## src/rtl/osc_mean_est.sv

```systemverilog
module osc_mean_est #(
  parameter int CNT_W    = 8,
  parameter int LOG_RUNS = 18,
  parameter int PERIOD   = 64,
  parameter int HIGH     = 32
) (
  input  logic             clk,
  input  logic             rst_n,
  input  logic             start,
  input  logic             loop_in,
  output logic             stim_o,
  output logic [CNT_W-1:0] mean_o,
  output logic             done_o,
  output logic [2:0]       noise_o
);
  localparam int ACC_W = CNT_W + LOG_RUNS;
  localparam int PH_W  = (PERIOD > 1) ? $clog2(PERIOD) : 1;
  localparam logic [CNT_W-1:0] CNT_MAX = '1;
  localparam logic [PH_W-1:0]  PH_LAST = PH_W'(PERIOD - 1);
  localparam logic [PH_W:0]    HIGH_V  = (PH_W + 1)'(HIGH);

  logic [2:0]          sync_q;
  logic                running;
  logic [PH_W-1:0]     ph;
  logic [LOG_RUNS-1:0] runs;
  logic [CNT_W-1:0]    cnt, cnt_in;
  logic [ACC_W-1:0]    acc, acc_sum;
  logic                edge_w, ivl_end;

  assign edge_w  = sync_q[1] & ~sync_q[2];
  assign ivl_end = (ph == PH_LAST);
  assign cnt_in  = (edge_w && cnt != CNT_MAX) ? cnt + 1'b1 : cnt;
  assign acc_sum = acc + ACC_W'(cnt_in);
  assign stim_o  = running && ({1'b0, ph} < HIGH_V);
  assign noise_o = cnt[2:0];

  always_ff @(posedge clk or negedge rst_n)
    if (!rst_n) sync_q <= '0;
    else        sync_q <= {sync_q[1:0], loop_in};

  always_ff @(posedge clk or negedge rst_n) begin
    if (!rst_n) begin
      running <= 1'b0;
      ph      <= '0;
      runs    <= '0;
      cnt     <= '0;
      acc     <= '0;
      mean_o  <= '0;
      done_o  <= 1'b0;
    end else if (start) begin
      running <= 1'b1;
      ph      <= '0;
      runs    <= '0;
      cnt     <= '0;
      acc     <= '0;
      done_o  <= 1'b0;
    end else begin
      done_o <= 1'b0;
      if (running) begin
        ph  <= ivl_end ? '0 : ph + 1'b1;
        cnt <= (ph == '0) ? CNT_W'(edge_w) : cnt_in;
        if (ivl_end) begin
          runs <= runs + 1'b1;
          if (runs == '1) begin
            mean_o  <= acc_sum[ACC_W-1:LOG_RUNS];
            done_o  <= 1'b1;
            running <= 1'b0;
            acc     <= '0;
          end else begin
            acc <= acc_sum;
          end
        end
      end
    end
  end
endmodule

```

## config.mk

```make
export PLATFORM = sky130hd
export DESIGN_NAME = osc_mean_est
export DESIGN_NICKNAME = d
export VERILOG_FILES = /design/src/rtl/osc_mean_est.sv
export SDC_FILE = /design/constraint.sdc
export NUM_CORES = 1
export LEC_CHECK = 0
export CAP_MARGIN = 20
export CELL_PAD_IN_SITES_DETAIL_PLACEMENT = 1
export CELL_PAD_IN_SITES_GLOBAL_PLACEMENT = 2
export CORE_MARGIN = 4
export CORE_UTILIZATION = 30
export DETAILED_ROUTE_END_ITERATION = 6
export PLACE_DENSITY = 0.63
export SLEW_MARGIN = 10
export SYNTH_ARGS = -nofsm -noshare
export SYNTH_HDL_FRONTEND = slang
export SYNTH_SLANG_ARGS = --single-unit
```

## constraint.sdc

```tcl
create_clock -name clk -period 4.5 [get_ports clk]
set_input_delay 0.9 -clock clk [delete_from_list [all_inputs] [get_ports clk]]
set_output_delay 0.9 -clock clk [all_outputs]
set_load 0.02 [all_outputs]
```

; Yosys cells after proc, flatten, opt, wreduce, memory -nomap -nowiden
; Index checks and enable logic that the tools add are counted.
[word_totals]
reg_bits = 71
out_inout_bits = 13
wordCells = 48
[op_classes]
addsub = 4
magnitude_cmp = 1
eq_ne = 3
mux = 22
bitwise_logic = 3
n_reduce_logical = 7
[op_table]
columns = operator, n
row1 = $mux 26, 4
row2 = $mux 18, 3
row3 = $mux 8, 4
row4 = $add 26x8->26, 1
row5 = $add 18x1->18 const B, 1
row6 = $eq 18x18->1 const B, 1
row7 = $mux 6, 3
row8 = $add 8x1->8 const B, 1
row9 = $mux 1, 8
row10 = $ne 8x8->1 const B, 1
row11 = $add 6x1->6 const B, 1
row12 = $eq 6x6->1 const B, 1
row13 = $logic_not 6->1, 1
row14 = $lt 6x6->1 const B, 1
row15 = $reduce_and 4->1, 1
row16 = $reduce_bool 2->1, 2
row17 = $logic_and 1x1->1, 2
row18 = $not 1->1, 2
row19 = $reduce_and 2->1, 1
row20 = $and 1x1->1, 1

; Depth between registers and ports, before layout
[logic_depth]
ltp_word = 9
ltp_mapped = 14
ltp_nobuf = 13

; Worst setup path before layout
; No wires, ideal clock.
[synth_timing]
kind = register to register
startpoint = register cnt[0]
endpoint = register mean_o[6]
setup_ps = 123
arrival_time_ps = 3078
t_required_ps = 4377
setup_slack_ps = 1300
path_stages_with_launch = 15
path_buffers = 1
synth_period_minus_slack_ps = 3200
path_cell_list = dfrtp_1 -> ha_1 -> nand2_1 -> o31a_1 -> clkbuf_1 -> xor2_1 -> ha_1 -> inv_1 -> fa_1 -> nand2b_1 -> a21oi_1 -> o21a_1 -> and3_1 -> xnor2_1 -> a21oi_1
[synth_via]
elab_chain_len = 4
[synth_rtl]
columns = item, line_no
row1 = from (decl), 26  ; logic [CNT_W-1:0] cnt, cnt_in;
row2 = from (signal assigned), 61  ; cnt <= (ph == '0) ? CNT_W'(edge_w) : cnt_in;
row3 = branches (longest 2 deep; another with $add 8x1->8), n/a
row4 = $mux 8 (*), 32  ; assign cnt_in = (edge_w && cnt != CNT_MAX) ? cnt + 1'b1 : cnt;
row5 = $add 26x8->26 (*), 33  ; assign acc_sum = acc + ACC_W'(cnt_in);
row6 = to (signal assigned), 65  ; mean_o <= acc_sum[ACC_W-1:LOG_RUNS];
row7 = to (decl), 12  ; output logic [CNT_W-1:0] mean_o,
; Mark *: on every way between the ends.
; A chain may end at the register's enable or synchronous reset.

; Final worst setup path
[layout_timing]
startpoint = register cnt[0]
endpoint = register acc[25]
[layout_via]
elab_chain_len = 8
[layout_rtl]
columns = item, line_no
row1 = branches (longest 2 deep; another with $add 8x1->8), n/a
row2 = $mux 8 (*), 32
row3 = $add 26x8->26 (*), 33
row4 = $mux 26 (*), 64  ; if (runs == '1) begin
row5 = $mux 26 (*), 62  ; if (ivl_end) begin
row6 = $mux 26 (*), 59  ; if (running) begin
row7 = $mux 26 (*), 50  ; end else if (start) begin
row8 = to (signal assigned), 70  ; acc <= acc_sum;
row9 = to (decl), 27  ; logic [ACC_W-1:0] acc, acc_sum;
; Mark *: on every way between the ends. The select of a mux whose other input is x is not followed.

==> results.sh <==
export IMPL_status="finished clean"
export IMPL_root_buffer="clkbuf_16"
export IMPL_drtAntennaViolNets=0
export IMPL_cts_hold_repair_buffers=0
export IMPL_synth_fp_nets=441
export IMPL_clk_path_buf_depth=2
export IMPL_setup_tns_ps=0
export IMPL_grt_overflow_total=0
export IMPL_cts_setup_buffers=0
export IMPL_rr_startpoint="cnt[0]$_DFFE_PN0P_"
export IMPL_layout_drive_gt1_share_pct=6.82
export IMPL_ys_warn_count=0
export IMPL_critPathMaxFanout=12
export IMPL_p_clk_share_pct=47.2
export IMPL_synth_top_area_share_pct=45.0
export IMPL_path_class="reg -> reg"
export IMPL_num_antenna_cells=0
export IMPL_postLayoutCoreUtil_pct=35.3
export IMPL_p_per_area_mw_per_mm2=299
export IMPL_tritoncts="built"
export IMPL_drt_vias_per_instance=4.96
export IMPL_dp_hpwl_microns=6410
export IMPL_ios=17
export IMPL_drv_cap=0
export IMPL_first_global_vias=3010
export IMPL_holdPathEnd="sync_q[1]$_DFF_PN0_"
export IMPL_dieWidth_microns=123
export IMPL_clkTransAtPathRegs_ps=60
export IMPL_synthCells=424
export IMPL_netlist_top_cells_area="dfrtp_1 45%, nor2_1 6.1%, xnor2_1 6.0%"
export IMPL_slew_violations=0
export IMPL_globalplace_congestion=0.756
export IMPL_startpoint_type="register"
export IMPL_ys_ff_latch=71
export IMPL_die_y_microns=123
export IMPL_wirelength_microns=9330
export IMPL_vias=3038
export IMPL_final_period_utilization_pct=83.7
export IMPL_hold_depth=0
export IMPL_crit_required_ps=4720
export IMPL_grt_pass1_wl_microns=15900
export IMPL_reg2reg_slack_ps=730
export IMPL_relSlewSlack_pct=35.7
export IMPL_internal_power_uw=1040
export IMPL_syn_cell_area_sq_mm=0.00395
export IMPL_first_pass_iters=4
export IMPL_r2r_cells=13
export IMPL_p_sw_share_pct=23.0
export IMPL_cts_max_level=3
export IMPL_dpl_cell_area_sq_mm=0.00426
export IMPL_grt_max_degree=72
export IMPL_drt_iter0_drc=154
export IMPL_port_buffers=16
export IMPL_period_needed_ps=3770
export IMPL_fin_area_sq_mm=0.00451
export IMPL_hold_path_class="reg -> reg"
export IMPL_numCtsBuffers=9
export IMPL_finalSetupViolCount=0
export IMPL_comb_power_share_pct=4.7
export IMPL_insertion_delay_ps=330
export IMPL_worst_pin_slew_ps=964
export IMPL_ys_seq_area_share_pct=45.0
export IMPL_hold_start="sync_q[0]$_DFF_PN0_"
export IMPL_routedWlPerCell_microns=15.2
export IMPL_core_area_sq_mm=0.0128
export IMPL_initial_utilization_pct=30.9
export IMPL_leakagePower_uw=0.00189
export IMPL_grtUsageTotal_pct=13.6
export IMPL_antenna_found_initial=0
export IMPL_max_freq_ghz=0.266
export IMPL_critPathCaptureType="register"
export IMPL_power_switching_uw=310
export IMPL_num_rows=41
export IMPL_hold_violations=0
export IMPL_nNetsFinal=455
export IMPL_drc=0
export IMPL_crit_arrival_ps=3980
export IMPL_skew_ps=9.18
export IMPL_rsz0062_at_grt="no"
export IMPL_cts_sinks=71
export IMPL_seq_power_share_pct=48.1
export IMPL_yosysUniqueCellTypes=48
export IMPL_synthToLayoutAreaGrowth_pct=14.3
export IMPL_peakVddDrop_uv=144
export IMPL_cts_resized=0
export IMPL_synth_top_area_cell="dfrtp_1"
export IMPL_die_area_sq_mm=0.0151
export IMPL_rr_endpoint="acc[25]$_DFFE_PN0P_"
export IMPL_avgSynthCellArea_sq_um=9.32
[worst max-delay path, cell delays in order (launching register included)]
cell	delay, ps
dfrtp_1	470
ha_1	280
nand2_1	90
o31a_1	410
and4_1	310
nand3_1	130
xnor2_1	160
ha_1	400
nand4_1	140
nor3b_1	360
o211ai_2	320
nor2_1	270
nor3b_1	80
a211o_1	230
[power groups by stage]
stage / combinational [uW] / sequential [uW] / clock (uW)
final: 63.9 / 649 / 636
after global placement: 66.2 / 660 / 0
after detailed placement: 66.7 / 660 / 0
after CTS: 67.2 / 649 / 663
after floorplan: 37.5 / 659 / 0
after global routing: 74.1 / 649 / 692
[state kept, by name (all words and copies together) (netlist names)]
name / count
acc: 26
runs: 18
cnt: 8
mean_o: 8
ph: 6
sync_q: 3
done_o: 1
running: 1
[kinds of logic (layout without fill, tap and decap cells)]
group,count (synthesis),in the layout,synth area share [%]
buffers and inverters,27,43,3.26
XOR/XNOR,49,49,10.9
AO/OA/AOI/OAI,84,84,13.3
AND/OR/NAND/NOR,177,177,22.5
adder cells (fa/ha/maj),13,13,4.31
flip-flops,71,71,45.0
multiplexers,3,3,0.824
[Yosys cell counts (all sizes together)]
cell     n
dfrtp   71
nor2    64
nand2   42
xnor2   27
o21ai   26
xor2    22
a21oi   20
nand3   16
nand4   14
ha      12
nor4    12
buf     10
inv     10
nor3     8
a31oi    7
clkbuf   7
o31ai    7
o211ai   6
a21o     5
nand2b   5
nor2b    4
and3     3
o21a     3
or2      3
a211o    2
and4     2
mux2     2
nor3b    2
o22ai    2
or3      2
a211oi   1
a22oi    1
a311o    1
a311oi   1
a32o     1
fa       1
mux2i    1
o31a     1
[layout by cell type, fill, tap and decap left out, drive strengths merged, types with 7 or more instances in the layout]
cell | netlist | final
xnor2 | 27 | 27
o21ai | 26 | 26
nand4 | 14 | 14
clkbuf | 7 | 11
a31oi | 7 | 7
nor4 | 12 | 12
nor3 | 8 | 8
a21oi | 20 | 20
nor2 | 64 | 64
nand2 | 42 | 42
o31ai | 7 | 7
inv | 10 | 10
clkdlybuf4s50 | 0 | 15
dfrtp | 71 | 71
ha | 12 | 12
nand3 | 16 | 16
xor2 | 22 | 22
[worst max path at each step]
stage	end	slack (ps)	start	cells past startpoint
finish	acc[25]$_DFFE_PN0P_	730	cnt[0]$_DFFE_PN0P_	13
global route	acc[25]$_DFFE_PN0P_	390	cnt[0]$_DFFE_PN0P_	13
CTS	acc[25]$_DFFE_PN0P_	720	cnt[0]$_DFFE_PN0P_	13
detailed placement	acc[25]$_DFFE_PN0P_	720	cnt[0]$_DFFE_PN0P_	13
global placement	acc[25]$_DFFE_PN0P_	830	cnt[0]$_DFFE_PN0P_	13
floorplan	mean_o[6]$_DFFE_PN0P_	1300	cnt[0]$_DFFE_PN0P_	14
[cell type report]
| type | instances | area (sq um) |
|---|---|---|
| Timing Repair Buffer | 20 | 188 |
| Inverter | 10 | 37.5 |
| Fill cell | 1459 | 8260 |
| Sequential cell | 71 | 1780 |
| Tap cell | 172 | 215 |
| Clock buffer | 11 | 243 |
| Clock inverter | 2 | 10.0 |
| Multi-Input combinational cell | 326 | 2040 |
[through the flow]
stage	power [uW]	setup WS [ps]	hold WS [ps]	std cells
3_3_place_gp	726	832	333	599
6_report	1350	734	350	612
3_5_place_dp	727	719	339	599
2_1_floorplan	696	1300	331	424
5_1_grt	1420	390	363	612
4_1_cts	1380	716	352	612
[routing by layer]
layer / up-vias / part of all wire, % / track usage [%]
met5: - / 0 / 0
met4: 0 / 1.9 / 5.67
met3: 12 / 2.3 / 2.67
met2: 25 / 42 / 19.3
met1: 1490 / 53 / 20.2
li1: 1511 / - / -
(Power assumes the default switching activity.)
